<file path="config.mk">
export PLATFORM = sky130hd
export DESIGN_NAME = prot_mode_ctrl
export DESIGN_NICKNAME = d
export VERILOG_FILES = /design/src/rtl/prot_pkg.sv /design/src/rtl/prot_mode_select.sv /design/src/rtl/prot_gate_map.sv /design/src/rtl/prot_gate_reg.sv /design/src/rtl/prot_mode_ctrl.sv
export SDC_FILE = /design/constraint.sdc
export NUM_CORES = 1
export LEC_CHECK = 0
export ABC_AREA = 0
export ABC_CLOCK_PERIOD_IN_PS = 2880
export BUFFER_PORTS_ARGS = -buffer_cell sky130_fd_sc_hd__buf_2
export CORE_MARGIN = 3
export CORE_UTILIZATION = 47
export CTS_CLUSTER_SIZE = 24
export DETAILED_ROUTE_END_ITERATION = 7
export PLACE_DENSITY = 0.76
export SLEW_MARGIN = 10
export SYNTH_ARGS = -nofsm -noshare
export SYNTH_HDL_FRONTEND = slang
export SYNTH_SLANG_ARGS = --single-unit
</file>
<file path="constraint.sdc">
create_clock -name clk -period 2.88 [get_ports clk]
set_input_delay 0.288 -clock clk [delete_from_list [all_inputs] [get_ports clk]]
set_output_delay 0.288 -clock clk [all_outputs]
set_load 0.01 [all_outputs]
</file>
<file path="src/rtl/prot_pkg.sv">
package prot_pkg;
  typedef enum logic [2:0] {
    M_NORMAL  = 3'd0,
    M_SAG     = 3'd1,
    M_SWELL   = 3'd2,
    M_ILIMIT  = 3'd3,
    M_FERRO   = 3'd4,
    M_RECOVER = 3'd5
  } mode_e;

  localparam int IND_W    = 2;
  localparam int N_PAIRS  = 4;
  localparam int PAIR_W   = 2;
  localparam int GATE_W   = N_PAIRS * PAIR_W;

  // pair indices: A=g1/g2, B=g3/g4, C=g5/g6, D=g7/g8
  localparam logic [1:0] PAIR_A = 2'd0;
  localparam logic [1:0] PAIR_B = 2'd1;
  localparam logic [1:0] PAIR_C = 2'd2;
  localparam logic [1:0] PAIR_D = 2'd3;

  localparam logic [IND_W-1:0] IND_LOW  = 2'd1;
  localparam logic [IND_W-1:0] IND_HIGH = 2'd2;
endpackage

</file>
<file path="src/rtl/prot_mode_select.sv">
module prot_mode_select
  import prot_pkg::*;
(
  input  logic             clk,
  input  logic             rst_n,
  input  logic             smp,
  input  logic [IND_W-1:0] v_ind,
  input  logic [IND_W-1:0] i_ind,
  input  logic             ferro,
  input  logic             clr,
  output mode_e            mode_d,
  output mode_e            mode_q
);
  logic protective;
  assign protective = (mode_q == M_SAG) || (mode_q == M_SWELL) ||
                      (mode_q == M_ILIMIT) || (mode_q == M_FERRO);

  always_comb begin
    mode_d = mode_q;
    if (smp) begin
      unique case (mode_q)
        M_NORMAL: begin
          if (i_ind == IND_HIGH)      mode_d = M_ILIMIT;
          else if (ferro)             mode_d = M_FERRO;
          else if (v_ind == IND_HIGH) mode_d = M_SWELL;
          else if (v_ind == IND_LOW)  mode_d = M_SAG;
          else                        mode_d = M_NORMAL;
        end
        M_RECOVER: mode_d = M_NORMAL;
        default: begin
          if (clr) mode_d = M_RECOVER;
        end
      endcase
    end
  end

  always_ff @(posedge clk or negedge rst_n) begin
    if (!rst_n) mode_q <= M_NORMAL;
    else if (smp) mode_q <= mode_d;
  end

  // latched protective mode holds without clear
  a_r5_latch_holds: assert property (@(posedge clk) disable iff (!rst_n)
    (smp && protective && !clr) |=> (mode_q == $past(mode_q)));
  // recovery always lasts exactly one sample
  a_r6_recover_to_normal: assert property (@(posedge clk) disable iff (!rst_n)
    (smp && mode_q == M_RECOVER) |=> (mode_q == M_NORMAL));
  // recovery only entered from a protective mode with clear
  a_r6_recover_entry: assert property (@(posedge clk) disable iff (!rst_n)
    (smp && mode_q == M_NORMAL) |=> (mode_q != M_RECOVER));
  // no strobe, no mode change
  a_r12_mode_quiet: assert property (@(posedge clk) disable iff (!rst_n)
    !smp |=> $stable(mode_q));
endmodule

</file>
<file path="src/rtl/prot_gate_map.sv">
module prot_gate_map
  import prot_pkg::*;
(
  input  mode_e              mode,
  input  logic               pos,
  input  logic               full,
  output logic [GATE_W-1:0]  want
);
  logic       on;
  logic [1:0] sel;

  always_comb begin
    on  = 1'b0;
    sel = PAIR_A;
    unique case (mode)
      M_NORMAL: begin
        on  = !full;
        sel = pos ? PAIR_C : PAIR_D;
      end
      M_SAG: begin
        on  = 1'b1;
        sel = pos ? PAIR_A : PAIR_B;
      end
      M_SWELL: begin
        on  = 1'b1;
        sel = pos ? PAIR_B : PAIR_A;
      end
      M_FERRO: begin
        on  = 1'b1;
        sel = pos ? PAIR_D : PAIR_C;
      end
      default: begin
        on  = 1'b0;
        sel = PAIR_A;
      end
    endcase
  end

  for (genvar p = 0; p < N_PAIRS; p++) begin : g_pair
    assign want[p*PAIR_W +: PAIR_W] = (on && sel == p[1:0]) ? '1 : '0;
  end
endmodule

</file>
<file path="src/rtl/prot_gate_reg.sv">
module prot_gate_reg
  import prot_pkg::*;
(
  input  logic              clk,
  input  logic              rst_n,
  input  logic              smp,
  input  mode_e             mode_now,
  input  logic [GATE_W-1:0] want,
  output logic [GATE_W-1:0] gate_q
);
  logic [GATE_W-1:0] gate_d;
  logic              conflict;

  assign conflict = (gate_q != '0) && (want != '0) && (gate_q != want);
  assign gate_d   = conflict ? '0 : want;

  always_ff @(posedge clk or negedge rst_n) begin
    if (!rst_n) gate_q <= '0;
    else if (smp) gate_q <= gate_d;
  end

  logic [N_PAIRS-1:0] pair_on;
  for (genvar p = 0; p < N_PAIRS; p++) begin : g_on
    assign pair_on[p] = |gate_q[p*PAIR_W +: PAIR_W];
  end

  // at most one pair conducting
  a_r11_one_pair: assert property (@(posedge clk) disable iff (!rst_n)
    $onehot0(pair_on));
  // no direct pair-to-pair transfer
  a_r11_break_gap: assert property (@(posedge clk) disable iff (!rst_n)
    (smp && gate_q != '0) |=> (gate_q == '0 || gate_q == $past(gate_q)));
  // current limiting keeps all gates off
  a_r10_ilimit_off: assert property (@(posedge clk) disable iff (!rst_n)
    (mode_now == M_ILIMIT || mode_now == M_RECOVER) |-> (gate_q == '0));
  // first bridge off in normal and ferroresonance modes
  a_r7_bridge_split: assert property (@(posedge clk) disable iff (!rst_n)
    (mode_now == M_NORMAL || mode_now == M_FERRO) |-> (gate_q[3:0] == '0));
  // second bridge off in compensation modes
  a_r7_comp_no_link: assert property (@(posedge clk) disable iff (!rst_n)
    (mode_now == M_SAG || mode_now == M_SWELL) |-> (gate_q[7:4] == '0));
  // no strobe, no gate change
  a_r12_gate_quiet: assert property (@(posedge clk) disable iff (!rst_n)
    !smp |=> $stable(gate_q));
endmodule

</file>
<file path="src/rtl/prot_mode_ctrl.sv">
module prot_mode_ctrl
  import prot_pkg::*;
(
  input  logic        clk,
  input  logic        rst_n,
  input  logic        sample_en,
  input  logic [1:0]  v_ind,
  input  logic [1:0]  i_ind,
  input  logic        ferro_det,
  input  logic        pos_half,
  input  logic        link_full,
  input  logic        fault_clr,
  output logic [2:0]  mode_o,
  output logic [7:0]  gate_o
);
  mode_e             mode_d;
  mode_e             mode_q;
  logic [GATE_W-1:0] want;

  prot_mode_select u_sel (
    .clk    (clk),
    .rst_n  (rst_n),
    .smp    (sample_en),
    .v_ind  (v_ind),
    .i_ind  (i_ind),
    .ferro  (ferro_det),
    .clr    (fault_clr),
    .mode_d (mode_d),
    .mode_q (mode_q)
  );

  prot_gate_map u_map (
    .mode (mode_d),
    .pos  (pos_half),
    .full (link_full),
    .want (want)
  );

  prot_gate_reg u_reg (
    .clk      (clk),
    .rst_n    (rst_n),
    .smp      (sample_en),
    .mode_now (mode_q),
    .want     (want),
    .gate_q   (gate_o)
  );

  assign mode_o = mode_q;
endmodule

</file>
# Yosys cells after proc, flatten, opt, wreduce, memory -nomap -nowiden
# Cells that the tools add are included.
# word_totals
reg_bits	11
out_inout_bits	11
wordCells	44
# op_classes
n_eq_ne	11
n_mux	18
reduce_logical	13
# ops
op	n
$reduce_bool 8->1	2
$mux 3	5
$eq 2x2->1 const B	4
$mux 2	4
$mux 8	1
$ne 8x8->1	1
$pmux 2 s4	1
$eq 3x3->1 const B	2
$logic_and 1x1->1	6
$logic_not 3->1	2
$pmux 3 s2	1
$mux 1	5
$eq 2x1->1 const B	2
$eq 3x1->1 const B	1
$eq 3x2->1 const B	1
$reduce_or 3->1	1
$logic_not 2->1	1
$pmux 1 s2	1
$logic_not 1->1	1

# Longest topological paths before layout
# Gate-level depths: netlist of run 1.
# depth
ltp_word	16
ltp_mapped	9
depth_no_buf	9

# Cells and area by module
# A second synthesis of run 1 with hierarchy kept.
# unflattened
hier_cells	83
hier_area_um2	804.5
# by_module_without_submodules
module	n_inst	cells_per_inst	area_each_um2
prot_gate_reg	1	42	459.2
prot_mode_select	1	25	227.7
prot_gate_map	1	16	117.6

# Worst setup path after synthesis of run 1
# OpenSTA, ideal clock, no wires.
# synth_timing
kind	flip-flop to flip-flop
startpoint	reg u_sel.mode_q[1]
endpoint	reg u_reg.gate_q[5]
setup_time_ps	104
arrival_time_ps	2235
path_slack_ps	542
path_stages_with_launch	9
path_buffers	0
synth_period_minus_slack_ps	2338
path_cell_list	dfrtp_1 nor2b_2 a21o_1 a221oi_4 mux2_2 o22a_1 o32a_1 a21o_1 o41ai_2
# synth_between
elab_chain_cells	12
word_cells_on_any_way	29
classes_between	eq/ne: 8; mux: 10; reduce/logical: 11
# synth_lines
element	line	rtl
start, declared	prot_mode_select.sv:12	output mode_e mode_q
start signal, assigned	prot_mode_select.sv:39	else if (smp) mode_q <= mode_d;
$eq 3x3->1 (tied with other cells)	prot_mode_select.sv:21	unique case (mode_q)
$pmux 3 s2	prot_mode_select.sv:21	
$mux 3 *	prot_mode_select.sv:20	if (smp) begin
$eq 3x3->1 (tied with other cells)	prot_gate_map.sv:15	unique case (mode)
$pmux 2 s4 / $reduce_or 3->1 (equally long branches)	-	
$eq 2x1->1 (tied with other cells)	prot_gate_map.sv:40	assign want[p*PAIR_W +: PAIR_W] = (on && sel == p[1:0]) ? '1 : '0;
$logic_and 1x1->1	prot_gate_map.sv:40	
$mux 2	prot_gate_map.sv:40	
$reduce_bool 8->1	prot_gate_reg.sv:14	assign conflict = (gate_q != '0) && (want != '0) && (gate_q != want);
$logic_and 1x1->1 (2 in series)	prot_gate_reg.sv:14	
$mux 8 *	prot_gate_reg.sv:15	assign gate_d = conflict ? '0 : want;
end signal, assigned	prot_gate_reg.sv:19	else if (smp) gate_q <= gate_d;
end, declared	prot_gate_reg.sv:9	output logic [GATE_W-1:0] gate_q
# Every way passes the cells marked *; elsewhere a longest branch is shown, timed or not.
# A chain may end at the register's enable or synchronous reset.

# Worst setup path after layout of run 1
# layout_timing
startpoint	reg u_sel.mode_q[1]
endpoint	reg u_reg.gate_q[3]
# Same word-level chain as after synthesis.

==> results of run 1 <==
## cells in the mapped netlist, drive strengths merged
master  number  share of area
nor2b        2          0.024
o41ai        1          0.027
a31oi        3          0.041
a2111o       1          0.018
and4b        1          0.016
o21ai        4          0.033
o32a         1          0.016
nand3b       1          0.012
buf          4          0.049
nor2         4          0.024
inv          8          0.049
xnor2        1          0.014
a21boi       1          0.012
nor4         1          0.010
nor3         3          0.033
o31ai        1          0.012
nand2        7          0.043
dfrtp        7           0.29
a22oi        1          0.012
o22a         1          0.014
and3b        1          0.014
o32ai        2          0.029
a211oi       1          0.020
a21oi        3          0.024
a221oi       1          0.043
a21o         2          0.024
mux2         1          0.018
a32o         1          0.016
nand2b       5          0.051
o211ai       1          0.012
## power by group
part           total (W)  internal [W]  switching (W)
sequential      0.000195      0.000135      0.0000595
clock          0.0000851     0.0000526      0.0000325
combinational   0.000454      0.000199       0.000255
## per-stage QoR
| step | area (um2) | total power [W] | worst slack (ps) | utilization |
|---|---|---|---|---|
| final | 742 | 0.000733 | 388 | 0.634 |
| after global routing | 742 | 0.000800 | 205 | 0.634 |
| after CTS | 742 | 0.000738 | 376 | 0.634 |
| after detailed placement | 706 | 0.000649 | 292 | 0.603 |
| after global placement | 706 | 0.000644 | 326 | 0.603 |
| after floorplan | 613 | 0.000548 | 542 | - |
## registers in the layout, indices dropped and copies added, names as in the netlist
name / cells
u_reg.gate_q: 4
u_sel.mode_q: 3
## kinds of logic after synthesis
logic type,after synthesis,synth area share
muxes,1,0.0184
and+or+nand+nor,25,0.229
AOI/OAI and AO/OA,25,0.355
DFF,7,0.286
xor gates and xnor gates,1,0.0143
buffers and inverters,12,0.0980
## worst max path at each step
| stage | startpoint | endpoint | slack (ps) | cells past startpoint |
|---|---|---|---|---|
| finish | u_sel.mode_q[1] | u_reg.gate_q[3] | 390 | 8 |
| global route | u_sel.mode_q[1] | u_reg.gate_q[3] | 200 | 8 |
| CTS | u_sel.mode_q[1] | u_reg.gate_q[3] | 380 | 8 |
| detailed placement | sample_en | u_reg.gate_q[3] | 290 | 9 |
| global placement | sample_en | u_reg.gate_q[3] | 330 | 9 |
| floorplan | u_sel.mode_q[1] | u_reg.gate_q[5] | 540 | 8 |
## worst max-delay path: stages (launching register included)
cell      delay [ps]
dfrtp_1          440
nor2b_2          100
a21o_1           210
a221oi_4         390
mux2_2           410
o22a_1           180
o32a_1           150
a21o_1           220
o32ai_1          290
## routing by layer
metal / GRT usage / vias to the layer above
li1: - / 308
met1: 0.208 / 265
met2: 0.231 / 12
met3: 0.0300 / 0
met4: 0.0932 / 0
met5: 0 / -
## area by class of cell
cell class	instances	area, um2
multi-input combinational	52	378
tap	14	17.5
clock buffer	4	26.3
inverter	8	30.0
sequential	7	175
timing repair buffer	22	115
fill	105	429
==> results.yml, run 1 <==
global_route:
  grt_overflow: 0
  grt_pass1_wl_um: 2170
  grt_start_max_net_pins: 9
  grt_pass1_vias: 503
  grt_use_total: 0.156
  antenna_found_initial: 0
run_status:
  status: "complete, no violations"
worst_setup_path:
  r2r-end: "u_reg.gate_q[3]"
  r2r-start: "u_sel.mode_q[1]"
  r2r_slack_ps: 390
  crit_path_max_fanout: 7
  crit_required_ps: 3020
  critical_path_arrival_ps: 2630
  crit_path_start_kind: "flip-flop"
  path_class: "reg -> reg"
  worst_setup_path_end_kind: "flip-flop"
  worstRegToRegCells: 8
route:
  routed.top_layer: "met3"
  wl_per_cell_um: 12.2
  dr_total_vias: 585
  dr_wl_met2_um: 667
  drt_iter0_drc: 26
  post-route-drc-count: 0
  dr.pass1.iters: 4
  antenna_left: 0
  finalWirelength_um: 1310
  vias_per_cell: 5.47
  met3WireLength_um: 44
  wl_met1_um: 597
clocking:
  path_clk_slew_ps: 50
  cts_buffers: 3
  cts_resized: 0
  cts_buffer_depth: 2
  clock-sinks: 7
  post-cts-setup-buffers: 0
  cts-root-buf: "clkbuf_4"
  clock_latency_ps: 240
  htree_levels: 1
  hold_buffers: 1
  cts_tree: "built"
timing:
  fmax_mhz: 401
  setup_viol: 0
  fin_hold_ws_ps: 333
  finalSetupTns_ps: 0
  max_slew_margin: 0.680
  finalMaxSlewViolations: 0
  skew_ps: 2.82
  period_share: 0.865
  worst_pin_slew_ps: 478
  rsz0062_at_grt: "no"
  finalHoldViolations: 0
  layout_min_cycle_time_ps: 2490
place:
  io_buffers: 21
  dpl.hpwl_um: 1060
  place.gp.congestion: 0.839
  placed_cells: 102
floorplan:
  fp.dieW_um: 42.1
  core_area_um2: 1170
  rows: 12
  start_util: 0.524
  io_pins: 22
  die_h_um: 42.1
  dieArea_um2: 1770
min_path:
  min_to: "u_reg.gate_q[3]"
  hold_depth: 2
  min_path_type: "in -> reg"
  hold_path.startpoint: "sample_en"
final_layout:
  layout.cells.non_filler: 107
  drive_gt1_frac: 0.344
  antenna_cells: 0
  nets: 105
  final_common_cell: "buf_2"
  mostFrequentLayoutCells: "buf_2, inv_1, nand2_1, dfrtp_1, nand2b_1"
  area_growth_pct: 21.0
job:
  drv_cap: 0
logic_synthesis:
  synth.avg_cell_area_um2: 8.64
  synth-seq-cells: 7
  synthCells: 71
  yosys.cell_types.count: 34
  yosysWarnings: 0
  synth_area_um2: 613
  syn_nets: 82
  yosysSeqAreaShare: 0.286
pwr:
  power_density_nw_per_um2: 989
  leakagePower_nw: 0.368
  ir_worst_vdd_mv: 0.524
Note: power is estimated with default switching activity, not from simulation.
==> inputs of run 2 (changes only) <==
Settings changed: ABC_CLOCK_PERIOD_IN_PS 2880 to 2660.
Clock period 2.88 ns to 2.66 ns, I/O delays scaled along.
==> run 2 against run 1 <==
Compared with the run above: sequential power rose by 13%; cell area rose by 0.84%; utilization grew 0.53 points; highest routed layer is now met4; worst setup slack got worse by 230 ps; die area is the same.
==> results.yml, run 2 (synthesized netlist as in run 1, its figures left out) <==
route:
  wl_per_cell_um: 13.2
  dr_total_vias: 615
  post-route-drc-count: 0
  antenna_left: 0
  wl_met1_um: 739
  drt_iter0_drc: 13
  met3WireLength_um: 60
  routed.top_layer: "met4"
  dr_wl_met2_um: 593
  vias_per_cell: 5.75
  finalWirelength_um: 1420
  dr.pass1.iters: 4
global_route:
  grt_pass1_vias: 531
  grt_overflow: 0
  grt_start_max_net_pins: 9
  grt_use_total: 0.168
  antenna_found_initial: 0
  grt_pass1_wl_um: 2310
final_layout:
  regMostFlops: "u_reg.gate_q"
  top_regs: "u_reg.gate_q: 4 flops, u_sel.mode_q: 3 flops"
  mostFrequentLayoutCells: "buf_2, inv_1, nand2_1, dfrtp_1, nand2b_1"
  nets: 105
  largest_reg_flops: 4
  area_growth_pct: 22.0
  fill_cells: 107
  final_common_cell: "buf_2"
  drive_gt1_frac: 0.344
  antenna_cells: 0
timing:
  setup_viol: 0
  worst_pin_slew_ps: 464
  layout_min_cycle_time_ps: 2500
  finalSetupTns_ps: 0
  skew_ps: 0.157
  timing.final.ws_setup_ps: 161
  period_share: 0.940
  fmax_mhz: 400
  max_slew_margin: 0.689
  finalHoldViolations: 0
  finalMaxSlewViolations: 0
  fin_hold_ws_ps: 308
  rsz0062_at_grt: "no"
worst_setup_path:
  crit_required_ps: 2810
  worst_setup_path_end_kind: "flip-flop"
  r2r-start: "u_sel.mode_q[1]"
  r2r_slack_ps: 160
  crit_path_max_fanout: 7
  path_class: "reg -> reg"
  crit_start: "u_sel.mode_q[1]"
  crit_path_start_kind: "flip-flop"
  critical_path_arrival_ps: 2650
floorplan:
  fp.dieW_um: 42.1
  io_pins: 22
  core_area_um2: 1170
  dieArea_um2: 1770
  die_h_um: 42.1
  rows: 12
  start_util: 0.524
clocking:
  post-cts-setup-buffers: 0
  clock_latency_ps: 250
  cts-root-buf: "clkbuf_4"
  htree_levels: 1
  cts_buffers: 3
  path_clk_slew_ps: 50
  clock-sinks: 7
  cts_tree: "built"
  cts_buffer_depth: 2
pwr:
  ir_worst_vdd_mv: 0.612
  power_density_nw_per_um2: 1100
  leakagePower_nw: 0.370
  finalPower_w: 0.000824
place:
  place_ws_ps: 154
  io_buffers: 21
  dpl.hpwl_um: 1120
  place.gp.congestion: 0.849
run_status:
  status: "complete, no violations"
min_path:
  min_path_type: "in -> reg"
  hold_path.startpoint: "sample_en"
job:
  drv_cap: 0
[run 2: cell counts in the layout (fill, tap and decap cells not counted)]
Identical to the previous run, type by type.
[run 2: cell type report]
class                   count  area [um2]  share of cell area
multi-input cells          52         384               0.513
flip-flops and latches      7         175               0.234
repair buffers             22         115               0.154
inverters                   8        30.0              0.0401
clock buffers               4        26.3              0.0351
well taps                  14        17.5              0.0234
[run 2: report_power, final]
group | internal, W | switching, W | total [W]
Sequential | 0.000146 | 0.0000753 | 0.000221
Clock | 0.0000573 | 0.0000399 | 0.0000972
Combinational | 0.000220 | 0.000286 | 0.000506
[run 2: layer usage]
metal | GRT usage | up-vias
met5 | 0 | -
met4 | 0.0932 | 0
met3 | 0.0172 | 2
met2 | 0.235 | 15
met1 | 0.250 | 291
li1 | - | 307
[run 2: timing repair]
item                                    in CTS  in global routing
hold buffers                                 1                  0
gates resized for setup                      0                  1
endpoints found under the setup margin       0                  4
hold endpoints to repair                     7                  0
[run 2: worst paths after layout]
check                      cells after the start         endpoint
setup / recovery                               8  u_reg.gate_q[1]
hold / removal                                 2  u_reg.gate_q[3]
setup reg to reg                               8  u_reg.gate_q[1]
hold reg to reg                                2  u_reg.gate_q[6]
max in group asynchronous                      2  u_sel.mode_q[2]
min in group asynchronous                      2  u_reg.gate_q[1]
[run 2: stage by stage]
step,instance area [um2],util,std cells
final,748,0.639,107
after global placement,706,0.603,102
after detailed placement,706,0.603,102
after floorplan,613,-,71
after CTS,742,0.634,107
after global routing,748,0.639,107
[run 2: critical path, cell delays in order (launching register included)]
cell and delay (ps):
dfrtp_1 460, nor2b_2 110, a21o_1 210, a221oi_4 370
mux2_2 410, o22a_1 180, o32a_1 150, a21o_1 220
o32ai_1 290
